### src/rtl/nib_rev_pkg.sv
package nib_rev_pkg;

  typedef enum logic [1:0] {
    ST_IDLE      = 2'd0,
    ST_WAIT_LOW  = 2'd1,
    ST_CAPTURE   = 2'd2,
    ST_WAIT_HIGH = 2'd3
  } hs_state_e;

  localparam int NIB_W  = 4;
  localparam int BYTE_W = 2 * NIB_W;

  // Route the four status lines to nibble bit positions
  function automatic logic [NIB_W-1:0] gather_nibble(input logic fault_n,
                                                     input logic select,
                                                     input logic paper,
                                                     input logic busy);
    logic [NIB_W-1:0] n;
    n[0] = fault_n;
    n[1] = select;
    n[2] = paper;
    n[3] = busy;
    return n;
  endfunction

  // First nibble is the low half
  function automatic logic [BYTE_W-1:0] join_byte(input logic [NIB_W-1:0] lo,
                                                  input logic [NIB_W-1:0] hi);
    return {hi, lo};
  endfunction

endpackage

### src/rtl/nib_sync.sv
module nib_sync #(
  parameter int W      = 5,
  parameter int STAGES = 2,
  parameter logic [W-1:0] RST_VAL = '0
) (
  input  logic         clk,
  input  logic         rst_n,
  input  logic [W-1:0] d_i,
  output logic [W-1:0] q_o
);

  for (genvar g = 0; g < W; g++) begin : g_bit
    logic [STAGES-1:0] sh_q;
    always_ff @(posedge clk or negedge rst_n) begin
      if (!rst_n) sh_q <= {STAGES{RST_VAL[g]}};
      else if (STAGES == 1) sh_q <= d_i[g];
      else sh_q <= {sh_q[STAGES-2:0], d_i[g]};
    end
    assign q_o[g] = sh_q[STAGES-1];
  end

endmodule

### src/rtl/nib_hs_fsm.sv
module nib_hs_fsm
  import nib_rev_pkg::*;
#(
  parameter int CNT_W = 16
) (
  input  logic             clk,
  input  logic             rst_n,
  input  logic             enable_i,
  input  logic [CNT_W-1:0] limit_i,
  input  logic             strobe_s_i,
  input  logic             pending_i,
  output logic             hold_o,
  output logic             cap_lo_o,
  output logic             cap_hi_o,
  output logic             timeout_o,
  output logic             hi_phase_o
);

  hs_state_e        state_q, state_d;
  logic             hold_q, hold_d;
  logic             phase_q, phase_d;
  logic [CNT_W-1:0] cnt_q, cnt_d;
  logic             to_q;
  logic             expire;
  logic             to_evt;

  function automatic logic wait_over(input logic [CNT_W-1:0] cnt,
                                     input logic [CNT_W-1:0] lim);
    return (lim != '0) && (cnt >= lim);
  endfunction

  assign expire = wait_over(cnt_q, limit_i);

  always_comb begin
    state_d = state_q;
    hold_d  = hold_q;
    phase_d = phase_q;
    to_evt  = 1'b0;
    case (state_q)
      ST_IDLE: begin
        if (enable_i && !pending_i && strobe_s_i) begin
          state_d = ST_WAIT_LOW;
          hold_d  = 1'b0;
          phase_d = 1'b0;
        end
      end
      ST_WAIT_LOW: begin
        if (!strobe_s_i) begin
          state_d = ST_CAPTURE;
        end else if (expire) begin
          state_d = ST_IDLE;
          hold_d  = 1'b1;
          phase_d = 1'b0;
          to_evt  = 1'b1;
        end
      end
      ST_CAPTURE: begin
        state_d = ST_WAIT_HIGH;
        hold_d  = 1'b1;
      end
      ST_WAIT_HIGH: begin
        if (strobe_s_i) begin
          if (!phase_q) begin
            state_d = ST_WAIT_LOW;
            hold_d  = 1'b0;
            phase_d = 1'b1;
          end else begin
            state_d = ST_IDLE;
            phase_d = 1'b0;
          end
        end else if (expire) begin
          state_d = ST_IDLE;
          hold_d  = 1'b1;
          phase_d = 1'b0;
          to_evt  = 1'b1;
        end
      end
      default: begin
        state_d = ST_IDLE;
        hold_d  = 1'b1;
      end
    endcase
    if (!enable_i) begin
      state_d = ST_IDLE;
      hold_d  = 1'b1;
      phase_d = 1'b0;
      to_evt  = 1'b0;
    end
  end

  always_comb begin
    if (state_d != state_q) cnt_d = '0;
    else if ((state_q == ST_WAIT_LOW || state_q == ST_WAIT_HIGH) && cnt_q != '1)
      cnt_d = cnt_q + 1'b1;
    else cnt_d = cnt_q;
  end

  always_ff @(posedge clk or negedge rst_n) begin
    if (!rst_n) begin
      state_q <= ST_IDLE;
      hold_q  <= 1'b1;
      phase_q <= 1'b0;
      cnt_q   <= '0;
      to_q    <= 1'b0;
    end else begin
      state_q <= state_d;
      hold_q  <= hold_d;
      phase_q <= phase_d;
      cnt_q   <= cnt_d;
      if (!enable_i) to_q <= 1'b0;
      else if (to_evt) to_q <= 1'b1;
    end
  end

  assign cap_lo_o   = (state_q == ST_CAPTURE) && !phase_q && enable_i;
  assign cap_hi_o   = (state_q == ST_CAPTURE) &&  phase_q && enable_i;
  assign hold_o     = hold_q;
  assign timeout_o  = to_q;
  assign hi_phase_o = phase_q;


  hold_when_off_chk: assert property (@(posedge clk) disable iff (!rst_n)
    !enable_i |=> hold_q);


  interlock_chk: assert property (@(posedge clk) disable iff (!rst_n)
    $fell(hold_q) |-> $past(strobe_s_i));


  lower_only_enabled_chk: assert property (@(posedge clk) disable iff (!rst_n)
    $fell(hold_q) |-> $past(enable_i));

endmodule

### src/rtl/nib_pack.sv
module nib_pack
  import nib_rev_pkg::*;
(
  input  logic              clk,
  input  logic              rst_n,
  input  logic              cap_lo_i,
  input  logic              cap_hi_i,
  input  logic [NIB_W-1:0]  nib_i,
  input  logic              ready_i,
  output logic [BYTE_W-1:0] byte_o,
  output logic              valid_o
);

  logic [NIB_W-1:0]  lo_q;
  logic [BYTE_W-1:0] byte_q;
  logic              valid_q;

  always_ff @(posedge clk or negedge rst_n) begin
    if (!rst_n) begin
      lo_q    <= '0;
      byte_q  <= '0;
      valid_q <= 1'b0;
    end else begin
      if (cap_lo_i) lo_q <= nib_i;
      if (cap_hi_i) begin
        byte_q  <= join_byte(lo_q, nib_i);
        valid_q <= 1'b1;
      end else if (valid_q && ready_i) begin
        valid_q <= 1'b0;
      end
    end
  end

  assign byte_o  = byte_q;
  assign valid_o = valid_q;


  byte_held_chk: assert property (@(posedge clk) disable iff (!rst_n)
    (valid_q && !ready_i) |=> (valid_q && $stable(byte_q)));

endmodule

### src/rtl/nib_rev_rx.sv
module nib_rev_rx
  import nib_rev_pkg::*;
#(
  parameter int CNT_W       = 16,
  parameter int SYNC_STAGES = 2
) (
  input  logic             clk,
  input  logic             rst_n,
  input  logic             enable_i,
  input  logic [CNT_W-1:0] wait_limit_i,
  input  logic             periph_strobe_n_i,
  input  logic             st_fault_n_i,
  input  logic             st_select_i,
  input  logic             st_paper_i,
  input  logic             st_busy_i,
  output logic             host_hold_o,
  output logic             mode_on_o,
  output logic [7:0]       byte_o,
  output logic             byte_valid_o,
  input  logic             byte_ready_i,
  output logic             timeout_o
);

  localparam int LINES = NIB_W + 1;
  localparam logic [LINES-1:0] SYNC_RST = {1'b1, {NIB_W{1'b0}}};

  logic [LINES-1:0] raw_w, sync_w;
  logic             strobe_s;
  logic [NIB_W-1:0] nib_s;
  logic             cap_lo, cap_hi, cap_evt, hi_phase;
  logic             mode_q;

  assign raw_w = {periph_strobe_n_i,
                  gather_nibble(st_fault_n_i, st_select_i, st_paper_i, st_busy_i)};

  nib_sync #(.W(LINES), .STAGES(SYNC_STAGES), .RST_VAL(SYNC_RST)) i_sync (
    .clk  (clk),
    .rst_n(rst_n),
    .d_i  (raw_w),
    .q_o  (sync_w)
  );

  assign strobe_s = sync_w[NIB_W];
  assign nib_s    = sync_w[NIB_W-1:0];

  nib_hs_fsm #(.CNT_W(CNT_W)) i_fsm (
    .clk       (clk),
    .rst_n     (rst_n),
    .enable_i  (enable_i),
    .limit_i   (wait_limit_i),
    .strobe_s_i(strobe_s),
    .pending_i (byte_valid_o),
    .hold_o    (host_hold_o),
    .cap_lo_o  (cap_lo),
    .cap_hi_o  (cap_hi),
    .timeout_o (timeout_o),
    .hi_phase_o(hi_phase)
  );

  nib_pack i_pack (
    .clk     (clk),
    .rst_n   (rst_n),
    .cap_lo_i(cap_lo),
    .cap_hi_i(cap_hi),
    .nib_i   (nib_s),
    .ready_i (byte_ready_i),
    .byte_o  (byte_o),
    .valid_o (byte_valid_o)
  );

  always_ff @(posedge clk or negedge rst_n) begin
    if (!rst_n) mode_q <= 1'b0;
    else mode_q <= enable_i;
  end
  assign mode_on_o = mode_q;

  assign cap_evt = cap_lo | cap_hi;


  no_lower_while_pending_chk: assert property (@(posedge clk) disable iff (!rst_n)
    byte_valid_o |-> host_hold_o);


  capture_while_low_chk: assert property (@(posedge clk) disable iff (!rst_n)
    cap_evt |-> !host_hold_o);


  timeout_rests_chk: assert property (@(posedge clk) disable iff (!rst_n)
    $rose(timeout_o) |-> host_hold_o);


  byte_after_high_half_chk: assert property (@(posedge clk) disable iff (!rst_n)
    $rose(byte_valid_o) |-> $past(hi_phase));

endmodule

### config.mk
export PLATFORM = sky130hd
export DESIGN_NAME = nib_rev_rx
export DESIGN_NICKNAME = d
export VERILOG_FILES = /design/src/rtl/nib_rev_pkg.sv /design/src/rtl/nib_sync.sv /design/src/rtl/nib_hs_fsm.sv /design/src/rtl/nib_pack.sv /design/src/rtl/nib_rev_rx.sv
export SDC_FILE = /design/constraint.sdc
export NUM_CORES = 1
export LEC_CHECK = 0
export BUFFER_PORTS_ARGS = -buffer_cell sky130_fd_sc_hd__buf_2
export CORE_MARGIN = 10
export CORE_UTILIZATION = 50
export DETAILED_ROUTE_END_ITERATION = 6
export PLACE_DENSITY = 0.71
export RECOVER_POWER = 50
export SLEW_MARGIN = 15
export SYNTH_ARGS = -nofsm -noshare
export SYNTH_HDL_FRONTEND = slang
export SYNTH_SLANG_ARGS = --single-unit
### constraint.sdc
create_clock -name clk -period 2.7 [get_ports clk]
set_input_delay 0.54 -clock clk [delete_from_list [all_inputs] [get_ports clk]]
set_output_delay 0.54 -clock clk [all_outputs]
set_load 0.02 [all_outputs]
==> impl_results.md <==
* Leakage dissipation at 0.00135 uW
* Share of the synthesized area in the top cell type at 0.402
* Most frequent cell after synthesis: sky130_fd_sc_hd__dfrtp_1
* # port buffers at 36
* CTS tree: yes
* Final count of negative-setup-slack endpoints at 0
* Maximum single-stage delay on the critical path at 440 ps
* Final-layout setup total negative slack at 0 ps
* Pre-antenna DRT Iters at 4
* Normalized max-slew margin at 0.362
* Layout area overhead at 12.5%
* Number of distinct library cell variants in the gate-level netlist after synthesis at 52
* Largest net degree at the start of global routing at 46
* CTS sink cnt at 45
* MaxCap Viol Count at 0
* Synth Instances at 241
* Cell at the root of the clock tree: sky130_fd_sc_hd__clkbuf_8
* Number of design-rule violations left by the first detailed-router iteration at 184
* Avg Vias per Cell at 5.53
* Kind of launch point of the worst setup path: flip-flop
* Number of placed instances, taps included at 339
* Syn. warnings at 0
* Fraction of the yosys area taken by sequential cells at 0.432
* Placed wire-length estimate after detailed placement at 3980 um
* First-pass GRT wire length at 8940 um
* RD Place Congestion at 0.845
* Number of enable-type register cells in the synthesized netlist at 0
* Number of instances resized during post-cts repair at 0
* Total number of vias at 1918
* Clock insertion delay at the later pin of the skew report at 300 ps
* Crit Path Category: flip-flop to flip-flop
* Gate family responsible for the most delay along the worst path: compound AO/OA/AOI/OAI gates
* Ys async rst share at 1.00
* Fill count at 464
* Total Routing Usage GR at 0.128
* Maximum fanout encountered on the critical timing path at 16
* Peak supply drop at 0.332 mV
* Depth of the CTS H-tree at 2
* Crit path max-delay cell type: sky130_fd_sc_hd__a2111o_1
* Count of nets left with antenna violations after detail routing at 0
* Width of the die at 92.3 um
* Average wire length per cell after detail routing at 15.1 um
* Total Nets Final at 318
* FF+latch area at 0.00113 sq mm
* Final wirelength at 5250 um
* Total of flip-flops plus latches after synthesis at 45
* Summed area of non-filler cells in the final layout at 0.00294 sq mm
* Dominant register cell in the synthesized netlist: sky130_fd_sc_hd__dfrtp_1
* Post-CTS Hold Buffers at 0
* Antenna violations before repair at 0
* Residual DRC at 0
* Avg Synthesized Cell Area at 10.8 sq um
* Pins over their slew limit at 0
* Final hold violation count at 0
* Maximum number of buffers from clock root to sink at 2
* Die ar. at 0.00852 sq mm
* Share of cells above drive strength 1 at 0.300
* Non-Filler Instances at 347
* Core area at 0.00507 sq mm
* FP Rows at 26
* Most frequent cells after synthesis: sky130_fd_sc_hd__dfrtp_1 (42), sky130_fd_sc_hd__inv_1 (18), sky130_fd_sc_hd__ha_1 (17)
* Tightest Hold Check Type: input pin to flip-flop
* Achievable frequency at 433 MHz
* Number of primary I/O pins at 37
* Antenna fix cells at 0
* Final worst path period need at 2310 ps
* Clock-pin slew reported for the worst setup and hold paths after clock tree synthesis at 90 ps
* Transition time at the pin with the least slew margin at 957 ps
* Starting Density at 0.515
* Total standard cell area after synthesis at 0.00261 sq mm
* Crit path buffers/inverters at 2
* Vias in the first global route at 1942
* Die Span Y at 92.3 um
* Clock skew at 6.66 ps
* Total congestion overflow at 0
* CP Cell Sequence: inv_1 > ha_1 > nand2b_1 > a2111o_1 > a32oi_4 > a31oi_4 > buf_12 > nor4bb_1
* Net count of the mapped netlist at 283
* Required arrival time at the worst endpoint at 2890 ps
* Ranking of synthesized cells by area: sky130_fd_sc_hd__dfrtp_1 (40%), sky130_fd_sc_hd__ha_1 (8.1%), sky130_fd_sc_hd__mux2_2 (5.2%)
* Cell Area, Placed at 0.00285 sq mm
* Post-CTS repair timing setup buffer count at 0
* Period utilisation layout at 0.855
* Multi-input logic area at 0.00136 sq mm
* Largest area contributor in the netlist: sky130_fd_sc_hd__dfrtp_1
* Critical path endpoint category: flip-flop
* Total clock buffers created by CTS at 5
* Total power per unit cell area at 457 mW/mm^2
* Data arrival time of the worst path at 2500 ps
* Outcome: finished clean
* RSZ-0062 raised after global routing: no
[worst reg2reg max path, delay by kind of cell (launching register included)]
family                     cells  cell delay, ps
buffers and inverters          2             270
adders and majority gates      1             270
and+or+nand+nor                2             400
DFF                            1             410
AOI/OAI and AO/OA              3             840
[worst paths after layout]
check                                                  start                                 to  slack (ps)  depth (start not counted)
min in group asynchronous                              rst_n       i_pack.byte_o[5]$_DFFE_PN0P_         390                          1
max                               i_fsm.cnt_q[0]$_DFFE_PN0P_         i_fsm.cnt_q[2]$_DFFE_PN0P_         390                          8
min reg2reg                i_sync.g_bit[2].sh_q[0]$_DFF_PN0_  i_sync.g_bit[2].sh_q[1]$_DFF_PN0_         350                          0
max reg2reg                       i_fsm.cnt_q[0]$_DFFE_PN0P_         i_fsm.cnt_q[2]$_DFFE_PN0P_         390                          8
min                                        periph_strobe_n_i  i_sync.g_bit[4].sh_q[0]$_DFF_PN1_         340                          1
max in group asynchronous                              rst_n         i_fsm.cnt_q[8]$_DFFE_PN0P_        1720                          1
[state kept, by name, summed over array words and instances, names as in the netlist]
name	count
i_fsm.cnt_q	16
i_fsm.hi_phase_o	1
i_fsm.hold_o	1
i_fsm.state_q	2
i_fsm.timeout_o	1
i_pack.byte_o	8
i_pack.lo_q	4
i_pack.valid_o	1
i_sync.g_bit.sh_q	10
mode_on_o	1
[kinds of logic (layout without fill, tap and decap cells)]
logic type / count (synthesis) / count (layout) / synth area share
simple gates: 88 / 88 / 0.225
flops: 45 / 45 / 0.432
compound gates: 37 / 37 / 0.115
buf+inv: 28 / 64 / 0.0474
fa+ha+maj: 17 / 17 / 0.0814
xor+xnor: 13 / 13 / 0.0436
mux: 13 / 13 / 0.0555
[power breakdown]
part	switching [uW]	internal [uW]	leakage (uW)
logic	92.5	86.7	0.000718
registers	35.5	716	0.000586
clock network	231	184	0.0000445
total	359	987	0.00135
[layout make-up]
cell class	instances	share of cell area
tap	70	0.0298
timing repair buffer	38	0.0702
clock buffer	5	0.0234
sequential	45	0.384
inverter	18	0.0230
multi-input combinational	168	0.462
clock inverter	3	0.00723
[layer usage]
| layer | wire length, um | share of wire | vias to the layer above | global-route usage |
|---|---|---|---|---|
| met5 | 0 | 0 | - | 0 |
| met4 | 78 | 0.015 | 0 | 0.0553 |
| met3 | 294 | 0.056 | 6 | 0.0412 |
| met2 | 2400 | 0.46 | 41 | 0.206 |
| met1 | 2480 | 0.47 | 917 | 0.153 |
| li1 | - | - | 954 | - |
[placed cells by master (no fill, tap or decap), types with 6 or more instances in the layout]
cell	count
sky130_fd_sc_hd__inv_1	18
sky130_fd_sc_hd__nand4_1	15
sky130_fd_sc_hd__nand3_1	12
sky130_fd_sc_hd__xor2_1	12
sky130_fd_sc_hd__o21ai_0	6
sky130_fd_sc_hd__nor2_1	10
sky130_fd_sc_hd__buf_2	35
sky130_fd_sc_hd__nor3b_2	10
sky130_fd_sc_hd__ha_1	17
sky130_fd_sc_hd__dfrtp_1	42
sky130_fd_sc_hd__nand2_1	11
sky130_fd_sc_hd__a21oi_1	11
sky130_fd_sc_hd__mux2_2	12
[metrics by stage]
stage | util | worst slack [ps] | hold WS, ps | total power [uW]
after floorplan | - | 501 | 244 | 877
after global placement | 0.562 | 291 | 333 | 941
after detailed placement | 0.562 | 241 | 336 | 947
after CTS | 0.580 | 387 | 322 | 1370
after global routing | 0.580 | 278 | 323 | 1420
final | 0.580 | 392 | 336 | 1350
Note: power is estimated with default switching activity, not from simulation.
